$ cat src/rtl/crs_pkg.sv
// Package crs_pkg
// Shared types of the character row sequencer.
// Assumes: the mode flag is one bit with idle encoded as 0.
package crs_pkg;

    typedef enum logic {
        MODE_IDLE    = 1'b0,
        MODE_DISPLAY = 1'b1
    } seq_mode_e;

endpackage

$ cat src/rtl/crs_cycle_decode.sv
// Module crs_cycle_decode
// Turns the raster line and the cycle within the line into the strobes the
// sequencer needs: video counter reload, fetch window, stall window,
// end-of-row decision and start of frame.
// Assumes: line_cycle counts from 1 and FETCH_FIRST > STALL_LEAD.
module crs_cycle_decode #(
    parameter int LINE_W       = 9,
    parameter int CYC_W        = 7,
    parameter int IDX_W        = 6,
    parameter int NUM_COLS     = 40,
    parameter int FETCH_FIRST  = 15,
    parameter int STALL_LEAD   = 3,
    parameter int DECIDE_CYCLE = 58,
    parameter int FRAME_LINE   = 0,
    parameter int FRAME_CYCLE  = 1
) (
    input  logic [LINE_W-1:0] raster_line,
    input  logic [CYC_W-1:0]  line_cycle,
    output logic              at_vc_load,
    output logic              in_fetch,
    output logic              in_stall,
    output logic              at_decide,
    output logic              at_frame_start,
    output logic [IDX_W-1:0]  fetch_index
);

    localparam logic [CYC_W-1:0]  FETCH_FIRST_C = CYC_W'(FETCH_FIRST);
    localparam logic [CYC_W-1:0]  FETCH_LAST_C  = CYC_W'(FETCH_FIRST + NUM_COLS - 1);
    localparam logic [CYC_W-1:0]  STALL_FIRST_C = CYC_W'(FETCH_FIRST - STALL_LEAD);
    localparam logic [CYC_W-1:0]  VC_LOAD_C     = CYC_W'(FETCH_FIRST - 1);
    localparam logic [CYC_W-1:0]  DECIDE_C      = CYC_W'(DECIDE_CYCLE);
    localparam logic [CYC_W-1:0]  FRAME_CYC_C   = CYC_W'(FRAME_CYCLE);
    localparam logic [LINE_W-1:0] FRAME_LINE_C  = LINE_W'(FRAME_LINE);

    // Purpose: compare the cycle position against the fixed event points.
    always_comb begin
        at_vc_load     = (line_cycle == VC_LOAD_C);
        in_fetch       = (line_cycle >= FETCH_FIRST_C) && (line_cycle <= FETCH_LAST_C);
        in_stall       = (line_cycle >= STALL_FIRST_C) && (line_cycle <= FETCH_LAST_C);
        at_decide      = (line_cycle == DECIDE_C);
        at_frame_start = (line_cycle == FRAME_CYC_C) && (raster_line == FRAME_LINE_C);
        fetch_index    = in_fetch ? IDX_W'(line_cycle - FETCH_FIRST_C) : '0;
    end

endmodule

$ cat src/rtl/crs_badline_eval.sv
// Module crs_badline_eval
// Holds the vertical scroll register and evaluates the badline condition
// every cycle. A write is bypassed so it counts in the cycle it is made.
// Drives the CPU stall request and the row-buffer load strobe.
// Assumes: the scroll value is RC_W bits wide and matched against the low
// bits of the raster line.
module crs_badline_eval #(
    parameter int LINE_W       = 9,
    parameter int RC_W         = 3,
    parameter int IDX_W        = 6,
    parameter int WIN_FIRST    = 48,
    parameter int WIN_LAST     = 247,
    parameter int RESET_SCROLL = 3
) (
    input  logic              clk,
    input  logic              rst_n,
    input  logic [LINE_W-1:0] raster_line,
    input  logic              scroll_we,
    input  logic [RC_W-1:0]   scroll_wdata,
    input  logic              fetch_ack,
    input  logic              in_fetch,
    input  logic              in_stall,
    input  logic [IDX_W-1:0]  fetch_index,
    output logic              badline,
    output logic              stall_req,
    output logic              rowbuf_load,
    output logic [IDX_W-1:0]  rowbuf_index
);

    localparam logic [LINE_W-1:0] WIN_FIRST_C = LINE_W'(WIN_FIRST);
    localparam logic [LINE_W-1:0] WIN_LAST_C  = LINE_W'(WIN_LAST);
    localparam logic [RC_W-1:0]   SCROLL_RST  = RC_W'(RESET_SCROLL);

    logic [RC_W-1:0] scroll_q;
    logic [RC_W-1:0] scroll_now;
    logic            in_window;

    // Purpose: store the vertical scroll value written by software.
    always_ff @(posedge clk) begin
        if (!rst_n) begin
            scroll_q <= SCROLL_RST;
        end else if (scroll_we) begin
            scroll_q <= scroll_wdata;
        end
    end

    // Purpose: evaluate the badline condition with same-cycle write bypass.
    always_comb begin
        scroll_now = scroll_we ? scroll_wdata : scroll_q;
        in_window  = (raster_line >= WIN_FIRST_C) && (raster_line <= WIN_LAST_C);
        badline    = in_window && (raster_line[RC_W-1:0] == scroll_now);
    end

    // Purpose: derive the stall request and the row-buffer write strobe.
    always_comb begin
        stall_req    = badline && in_stall;
        rowbuf_load  = badline && in_fetch && fetch_ack;
        rowbuf_index = rowbuf_load ? fetch_index : '0;
    end

endmodule

$ cat src/rtl/crs_row_counter.sv
// Module crs_row_counter
// Keeps the row counter and the display/idle mode flag. A badline forces
// display mode. The counter clears at the reload cycle of a badline and
// steps at the decision cycle. With the counter at its last value and no
// badline, the row ends in idle mode.
// Assumes: at_vc_load and at_decide are never true in the same cycle.
module crs_row_counter
    import crs_pkg::*;
#(
    parameter int RC_W = 3
) (
    input  logic            clk,
    input  logic            rst_n,
    input  logic            badline,
    input  logic            at_vc_load,
    input  logic            at_decide,
    output logic [RC_W-1:0] row_cnt,
    output seq_mode_e       mode,
    output logic            row_last
);

    localparam logic [RC_W-1:0] RC_MAX = '1;

    logic [RC_W-1:0] rc_q;
    seq_mode_e       mode_q;
    logic            go_idle;

    // Purpose: flag the last row and the condition that ends it in idle mode.
    always_comb begin
        row_last = (rc_q == RC_MAX);
        go_idle  = at_decide && row_last && !badline;
    end

    // Purpose: update the row counter and the mode flag once per cycle.
    always_ff @(posedge clk) begin
        if (!rst_n) begin
            rc_q   <= '0;
            mode_q <= MODE_IDLE;
        end else begin
            if (badline) begin
                mode_q <= MODE_DISPLAY;
            end else if (go_idle) begin
                mode_q <= MODE_IDLE;
            end
            if (at_vc_load && badline) begin
                rc_q <= '0;
            end else if (at_decide && (mode_q == MODE_DISPLAY) && !go_idle) begin
                rc_q <= rc_q + 1'b1;
            end
        end
    end

    assign row_cnt = rc_q;
    assign mode    = mode_q;

endmodule

$ cat src/rtl/crs_video_counter.sv
// Module crs_video_counter
// Keeps the running video counter and its base. The counter reloads from
// the base before the fetch window and counts each displayed column. The
// base takes the counter at the end of a character row and clears at the
// start of a frame.
// Assumes: the frame start cycle never matches the decision cycle.
module crs_video_counter
    import crs_pkg::*;
#(
    parameter int VC_W = 10
) (
    input  logic            clk,
    input  logic            rst_n,
    input  logic            at_vc_load,
    input  logic            in_fetch,
    input  logic            at_decide,
    input  logic            at_frame_start,
    input  logic            row_last,
    input  seq_mode_e       mode,
    output logic [VC_W-1:0] vc_base
);

    logic [VC_W-1:0] vc_q;
    logic [VC_W-1:0] base_q;

    // Purpose: reload the counter from the base or step it per displayed column.
    always_ff @(posedge clk) begin
        if (!rst_n) begin
            vc_q <= '0;
        end else if (at_vc_load) begin
            vc_q <= base_q;
        end else if (in_fetch && (mode == MODE_DISPLAY)) begin
            vc_q <= vc_q + 1'b1;
        end
    end

    // Purpose: latch the row start address at the row end, clear it per frame.
    always_ff @(posedge clk) begin
        if (!rst_n) begin
            base_q <= '0;
        end else if (at_frame_start) begin
            base_q <= '0;
        end else if (at_decide && row_last) begin
            base_q <= vc_q;
        end
    end

    assign vc_base = base_q;

endmodule

$ cat src/rtl/crs_row_sequencer.sv
// Module crs_row_sequencer (top)
// Character row sequencer of a text-mode video controller. It combines the
// cycle decoder, the badline evaluator, the row counter and the video
// counter. Each register update takes effect at the clock edge that ends
// the cycle named by line_cycle.
// Assumes: line_cycle runs 1..63 and raster_line is steady within a line.
module crs_row_sequencer
    import crs_pkg::*;
#(
    parameter int LINE_W       = 9,
    parameter int CYC_W        = 7,
    parameter int VC_W         = 10,
    parameter int RC_W         = 3,
    parameter int NUM_COLS     = 40,
    parameter int FETCH_FIRST  = 15,
    parameter int STALL_LEAD   = 3,
    parameter int DECIDE_CYCLE = 58,
    parameter int WIN_FIRST    = 48,
    parameter int WIN_LAST     = 247,
    parameter int RESET_SCROLL = 3,
    parameter int FRAME_LINE   = 0,
    parameter int FRAME_CYCLE  = 1,
    localparam int IDX_W       = $clog2(NUM_COLS)
) (
    input  logic              clk,
    input  logic              rst_n,
    input  logic [LINE_W-1:0] raster_line,
    input  logic [CYC_W-1:0]  line_cycle,
    input  logic              scroll_we,
    input  logic [RC_W-1:0]   scroll_wdata,
    input  logic              fetch_ack,
    output logic              badline,
    output logic              stall_req,
    output logic              rowbuf_load,
    output logic [IDX_W-1:0]  rowbuf_index,
    output logic [RC_W-1:0]   row_cnt,
    output logic [VC_W-1:0]   vc_base,
    output logic              display_mode
);

    logic             at_vc_load;
    logic             in_fetch;
    logic             in_stall;
    logic             at_decide;
    logic             at_frame_start;
    logic [IDX_W-1:0] fetch_index;
    logic             row_last;
    seq_mode_e        mode;

    crs_cycle_decode #(
        .LINE_W      (LINE_W),
        .CYC_W       (CYC_W),
        .IDX_W       (IDX_W),
        .NUM_COLS    (NUM_COLS),
        .FETCH_FIRST (FETCH_FIRST),
        .STALL_LEAD  (STALL_LEAD),
        .DECIDE_CYCLE(DECIDE_CYCLE),
        .FRAME_LINE  (FRAME_LINE),
        .FRAME_CYCLE (FRAME_CYCLE)
    ) decode_i (
        .raster_line   (raster_line),
        .line_cycle    (line_cycle),
        .at_vc_load    (at_vc_load),
        .in_fetch      (in_fetch),
        .in_stall      (in_stall),
        .at_decide     (at_decide),
        .at_frame_start(at_frame_start),
        .fetch_index   (fetch_index)
    );

    crs_badline_eval #(
        .LINE_W      (LINE_W),
        .RC_W        (RC_W),
        .IDX_W       (IDX_W),
        .WIN_FIRST   (WIN_FIRST),
        .WIN_LAST    (WIN_LAST),
        .RESET_SCROLL(RESET_SCROLL)
    ) badline_i (
        .clk         (clk),
        .rst_n       (rst_n),
        .raster_line (raster_line),
        .scroll_we   (scroll_we),
        .scroll_wdata(scroll_wdata),
        .fetch_ack   (fetch_ack),
        .in_fetch    (in_fetch),
        .in_stall    (in_stall),
        .fetch_index (fetch_index),
        .badline     (badline),
        .stall_req   (stall_req),
        .rowbuf_load (rowbuf_load),
        .rowbuf_index(rowbuf_index)
    );

    crs_row_counter #(
        .RC_W(RC_W)
    ) rowcnt_i (
        .clk       (clk),
        .rst_n     (rst_n),
        .badline   (badline),
        .at_vc_load(at_vc_load),
        .at_decide (at_decide),
        .row_cnt   (row_cnt),
        .mode      (mode),
        .row_last  (row_last)
    );

    crs_video_counter #(
        .VC_W(VC_W)
    ) vidcnt_i (
        .clk           (clk),
        .rst_n         (rst_n),
        .at_vc_load    (at_vc_load),
        .in_fetch      (in_fetch),
        .at_decide     (at_decide),
        .at_frame_start(at_frame_start),
        .row_last      (row_last),
        .mode          (mode),
        .vc_base       (vc_base)
    );

    assign display_mode = (mode == MODE_DISPLAY);

endmodule

$ cat config.mk
export PLATFORM = sky130hd
export DESIGN_NAME = crs_row_sequencer
export DESIGN_NICKNAME = d
export VERILOG_FILES = /design/src/rtl/crs_pkg.sv /design/src/rtl/crs_cycle_decode.sv /design/src/rtl/crs_badline_eval.sv /design/src/rtl/crs_row_counter.sv /design/src/rtl/crs_video_counter.sv /design/src/rtl/crs_row_sequencer.sv
export SDC_FILE = /design/constraint.sdc
export NUM_CORES = 1
export LEC_CHECK = 0
export CAP_MARGIN = 20
export CORE_ASPECT_RATIO = 1.2
export CORE_MARGIN = 3
export CORE_UTILIZATION = 47
export DETAILED_ROUTE_END_ITERATION = 8
export MAX_ROUTING_LAYER = met4
export PLACE_DENSITY = 0.79
export SETUP_SLACK_MARGIN = 0.02
export SLEW_MARGIN = 0
export SYNTH_ARGS = -nofsm -noshare
export SYNTH_HDL_FRONTEND = slang
export SYNTH_SLANG_ARGS = --single-unit
export TNS_END_PERCENT = 30
$ cat constraint.sdc
create_clock -name clk -period 3.8 [get_ports clk]
set_clock_uncertainty 0.05 [all_clocks]
set_input_delay 1.14 -clock clk [delete_from_list [all_inputs] [get_ports clk]]
set_output_delay 1.14 -clock clk [all_outputs]
set_load 0.02 [all_outputs]
== Word-level counts from Yosys, hierarchy flattened ==
Cells that the tools add are included.
Widths: inputs -> output; s select.

* Flip-flop bits (word level): 27
* Input bits: 23

* Add/subtract/negate cells: 3
* Magnitude comparators: 5
* Equal/unequal tests: 5
* Muxes and demuxes: 7
* Bitwise operators: 1
* Reduce and logical (&&, ||, !) cells: 21

{| class="wikitable"
|+ Operators with widths
! kind !! number
|-
| $mux 10 || 2
|-
| $ge 7x4->1 const B || 2
|-
| $logic_and 1x1->1 || 14
|-
| $mux 6 || 2
|-
| $add 10x1->10 const B || 1
|-
| $ge 9x6->1 const B || 1
|-
| $le 9x8->1 const B || 1
|-
| $logic_not 9->1 || 1
|-
| $eq 7x1->1 const B || 1
|-
| $eq 7x4->1 const B || 1
|-
| $eq 7x6->1 const B || 1
|-
| $le 7x6->1 const B || 1
|-
| $sub 6x4->6 const B || 1
|-
| $reduce_bool 2->1 || 2
|-
| $reduce_or 2->1 || 2
|-
| $add 3x1->3 const B || 1
|-
| $eq 3x3->1 || 1
|-
| $eq 3x3->1 const B || 1
|-
| $mux 3 || 1
|-
| $logic_not 1->1 || 2
|-
| $mux 1 || 2
|-
| $not 1->1 || 1
|}

== Logic depth before layout (Yosys ltp) ==
* Word-level depth: 7
* Mapped depth: 8
* Mapped depth without buffers: 7

== Hierarchy ==
From an unflattened synthesis, not the netlist that was laid out.

* Cells, all modules: 220
* Area, all modules: 1695.4 µm²

{| class="wikitable"
|+ By module, submodules not included
! module !! instances !! cells each !! area an instance (µm²) !! seq. area each (µm²)
|-
| crs_video_counter || 1 || 112 || 917.1 || 400.4
|-
| crs_cycle_decode || 1 || 51 || 339.1 || 0.0
|-
| crs_badline_eval || 1 || 35 || 247.7 || 60.1
|-
| crs_row_counter || 1 || 22 || 191.4 || 80.1
|}

== Worst setup path after synthesis ==
No wires, ideal clock.

* Path type: in2out
* Start: in raster_line[6]
* End: out rowbuf_index[2]
* Arrival: 2.791 ns
* Data required time: 2.610 ns
* Path slack: -0.181 ns
* Stages: 6
* Buffers on the path: 0
* Cells stage by stage: and3_4 -> a311o_1 -> or4_4 -> inv_2 -> nand3_4 -> nor2_1

* Word-level cells in the longest chain between the ends: 6
* Elaborated cells between the ends (all ways): 7
* Those cells by class: order compare: 2; mux: 1; reduce/logical: 4

{| class="wikitable"
|+ RTL lines
! element !! line !! RTL
|-
| start, declared || crs_row_sequencer.sv:27 || <nowiki>input logic [LINE_W-1:0] raster_line,</nowiki>
|-
| $ge 9x6->1 or $le 9x8->1 (tied branches) || crs_badline_eval.sv:50 || <nowiki>in_window = (raster_line >= WIN_FIRST_C) && (raster_line <= WIN_LAST_C);</nowiki>
|-
| $logic_and 1x1->1 (*) || crs_badline_eval.sv:50 ||
|-
| $logic_and 1x1->1 (*) || crs_badline_eval.sv:51 || <nowiki>badline = in_window && (raster_line[RC_W-1:0] == scroll_now);</nowiki>
|-
| via badline || crs_row_sequencer.sv:32 || <nowiki>output logic badline,</nowiki>
|-
| $logic_and 1x1->1 (*) (2 in a row) || crs_badline_eval.sv:57 || <nowiki>rowbuf_load = badline && in_fetch && fetch_ack;</nowiki>
|-
| $mux 6 (*) || crs_badline_eval.sv:58 || <nowiki>rowbuf_index = rowbuf_load ? fetch_index : '0;</nowiki>
|-
| end, declared || crs_row_sequencer.sv:35 || <nowiki>output logic [IDX_W-1:0] rowbuf_index,</nowiki>
|}

The timed path passes the listed nets; every way through them passes the cells marked *.

== Worst setup path in the final report ==
* Start: in raster_line[3]
* End: out rowbuf_index[1]

* Word-level cells in the longest chain between the ends: 6
* Elaborated cells between the ends (all ways): 7
* Those cells by class: order compare: 2; mux: 1; reduce/logical: 4

{| class="wikitable"
|+ RTL lines
! element !! line
|-
| $ge 9x6->1 or $le 9x8->1 (tied branches) || crs_badline_eval.sv:50
|-
| $logic_and 1x1->1 (*) || crs_badline_eval.sv:50
|-
| $logic_and 1x1->1 (*) || crs_badline_eval.sv:51
|-
| $logic_and 1x1->1 (*) (2 in a row) || crs_badline_eval.sv:57
|-
| $mux 6 (*) || crs_badline_eval.sv:58
|}

Mark *: on every way between the ends. The rest lies on a longest branch, timed or not.

==> flow_summary.ini <==
[run]
cap_violations = 0

[die]
start_util_pct = 50.0
fp.dieW_um = 58.7
core_area_um2 = 3140
ios = 46
num_rows = 22
die_area_um2 = 4070
fp.dieH_um = 69.3

[final_layout]
finalNetCount = 295
n_antenna_cell = 0
instances_no_fill = 300
num-fill-cells = 204
utilization_pct = 78.9
drive_gt1_share_pct = 34.1
multi_input_area_um2 = 1070
synthToLayoutAreaGrowth_pct = 58.0
seqCellArea_um2 = 541

[power_and_ir_drop]
switchingPower_mw = 0.152
power.density_nw_per_um2 = 226
irDropWorstVdd_mv = 0.187
switching_share_pct = 27.2
pwr-share-seq_pct = 52.1
p_int_mw = 0.407
p_leak_nw = 1.10
pwr-share-clk_pct = 21.3
comb_power_share_pct = 26.6
power_mw = 0.560

[hold_path]
whs_endpoint = vidcnt_i.vc_base[9]
whs_path_depth = 2
hold_start = vidcnt_i.vc_base[9]
hold_class = flip-flop to flip-flop

[sta]
fin_crit_ns = 3.95
holdWs_ns = 0.442
min_period_over_period_pct = 104
setup_viol = 8
slew_headroom_pct = 61.5
worst_slew_pin_slew_ns = 0.577
worst_slack_ns = -0.145
fmax_mhz = 253
final.setup.tns_ns = -0.935
maxSlewViolCount = 0
hold_viol = 0
grt_setup_unrepaired = true

[logic_synthesis]
yosysTopAreaCell = dfxtp_1
ys_types = 42
synth_seq_cells = 27
synth_nets = 207
postSynth.asyncResetShare_pct = 0
ys_top_cells_by_area = dfxtp_1 34%, mux2i_1 8.3%, ha_1 5.6%, nor2_1 4.8%, o21ai_0 4.5%
syn_area_um2 = 1570
synthCells = 177
synth_seq_area_share_pct = 34.5
ys.flop_type = dfxtp_1
synth_warnings = 0
synth_edf_count = 0
synth_area_per_cell_um2 = 8.86
yosysTopAreaCellShare_pct = 34.5

[placed_design]
hpwl_um = 3370
gp_congestion = 0.931
io_buffers = 45
placed_cells = 284

[setup_path]
required_ns = 2.61
reg2reg_from = badline_i.scroll_q[0]
r2r_cells = 7
cp_max_fo = 7
rrSetupSlack_ns = 1.79
cp-start-kind = input pin
worstSetupPathType = input pin to output pin
r2r-end = rowcnt_i.row_cnt[0]
worstPathArrival_ns = 2.76
cp-end-kind = output pin

[clock_network]
clk_latency_ns = 0.32
cts_inserted_buffers = 3
clk_pin_slew_ns = 0.13
cts_tree = done
htreeDepth = 1
cts_buffer_depth = 2
root_buffer = clkbuf_4
clock_sinks = 27

[grt]
grtUsageTotal_pct = 24.8
grt_max_degree = 21
grt_pass1_wl_um = 7870
antenna_found_initial = 0
grt_pass1_vias = 1714
gr-total-overflow = 0

[drt]
vias_per_cell = 5.63
drc = 0
drtIter0Drc = 83
wl_per_cell_um = 16.2
antenna_left = 0
vias = 1688
routed_wl_um = 4870
drtPass1Iterations = 4

[status]
violations = setup timing
status = complete, but fails checks
[synth_stat cells (6+ instances only)]
cell type  number
o21ai_0        14
nor2_1         20
a21oi_1        11
xnor2_1         6
mux2i_1        13
nand2_1         7
dfxtp_1        27
clkbuf_1        6
ha_1            7
nand3_1        10
xor2_1          8
[state kept, by name (all words and copies together), names as in the netlist]
name,cells
badline_i.scroll_q,3
rowcnt_i.mode,1
vidcnt_i.vc_q,10
rowcnt_i.row_cnt,3
vidcnt_i.vc_base,10
[per-stage QoR]
| step | instance area [um^2] | setup WS, ns |
|---|---|---|
| 2_1_floorplan | 1630 | 0.0403 |
| 3_3_place_gp | 2340 | -1.04 |
| 3_5_place_dp | 2340 | -1.17 |
| 4_1_cts | 2450 | -0.168 |
| 5_1_grt | 2480 | -0.207 |
| 6_report | 2480 | -0.145 |
[metal layers]
layer	GRT usage [%]	share of wire [%]	vias to the layer above
met5	-	0	-
met4	11.8	2.6	0
met3	2.79	6.1	10
met2	40.5	51	71
met1	29.7	40	788
li1	-	-	819
[power groups by stage]
stage	combinational, mW	clock [mW]	sequential [mW]
after floorplan	0.0511	0	0.295
after global placement	0.121	0	0.296
after detailed placement	0.125	0	0.297
after CTS	0.140	0.128	0.291
after global routing	0.157	0.138	0.293
final	0.149	0.119	0.292
[cell usage in the layout, fill, tap and decap left out, types with 8 or more instances in the layout]
cell type / count
dlygate4sd2_1: 8
dfxtp_1: 27
nand3_1: 10
o21ai_0: 14
mux2i_1: 10
buf_6: 9
buf_4: 50
nor2_1: 14
clkdlybuf4s50_1: 18
a21oi_1: 11
xor2_1: 8
[critical path: stages]
cell	delay [ns]
buf_6	0.09
and3_4	0.16
a311o_1	0.28
or4_4	0.55
clkinv_4	0.08
nand3_4	0.17
nor2_4	0.16
buf_6	0.12
[worst max-delay path by stage]
stage	cells past startpoint	slack (ns)	from	end
finish	8	-0.15	raster_line[3]	rowbuf_index[1]
detailed placement	8	-1.17	scroll_we	rowbuf_index[0]
global route	6	-0.21	line_cycle[4]	rowbuf_index[4]
global placement	8	-1.04	scroll_we	rowbuf_index[0]
CTS	8	-0.17	raster_line[3]	rowbuf_index[1]
floorplan	6	0.04	scroll_we	rowbuf_index[0]
[repair_timing]
action,4_1_cts,5_1_grt
endpoints found under the setup margin,9,9
gates resized for setup,99,8
endpoints found under the hold margin,0,0
hold buffers,0,0
setup buffers,9,3
pin swaps,10,6
[cells by family (layout without fill, tap and decap cells)]
logic type,after synthesis,in the layout,synth area share [%]
AO/OA/AOI/OAI,41,41,18.4
XOR/XNOR,14,14,7.82
buffers and inverters,14,101,4.07
multiplexers,13,13,8.30
adder cells (fa/ha/maj),7,7,5.59
AND/OR/NAND/NOR,61,61,21.4
flip-flops,27,27,34.5
[layout make-up]
class,instances,area share [%]
sequential,27,21.8
clock inverter,1,0.202
clock buffer,3,0.909
timing repair buffer,91,30.9
tap,36,1.82
multi-input combinational,136,43.3
inverter,6,1.11
No activity file was read; power rests on OpenSTA's default activity.
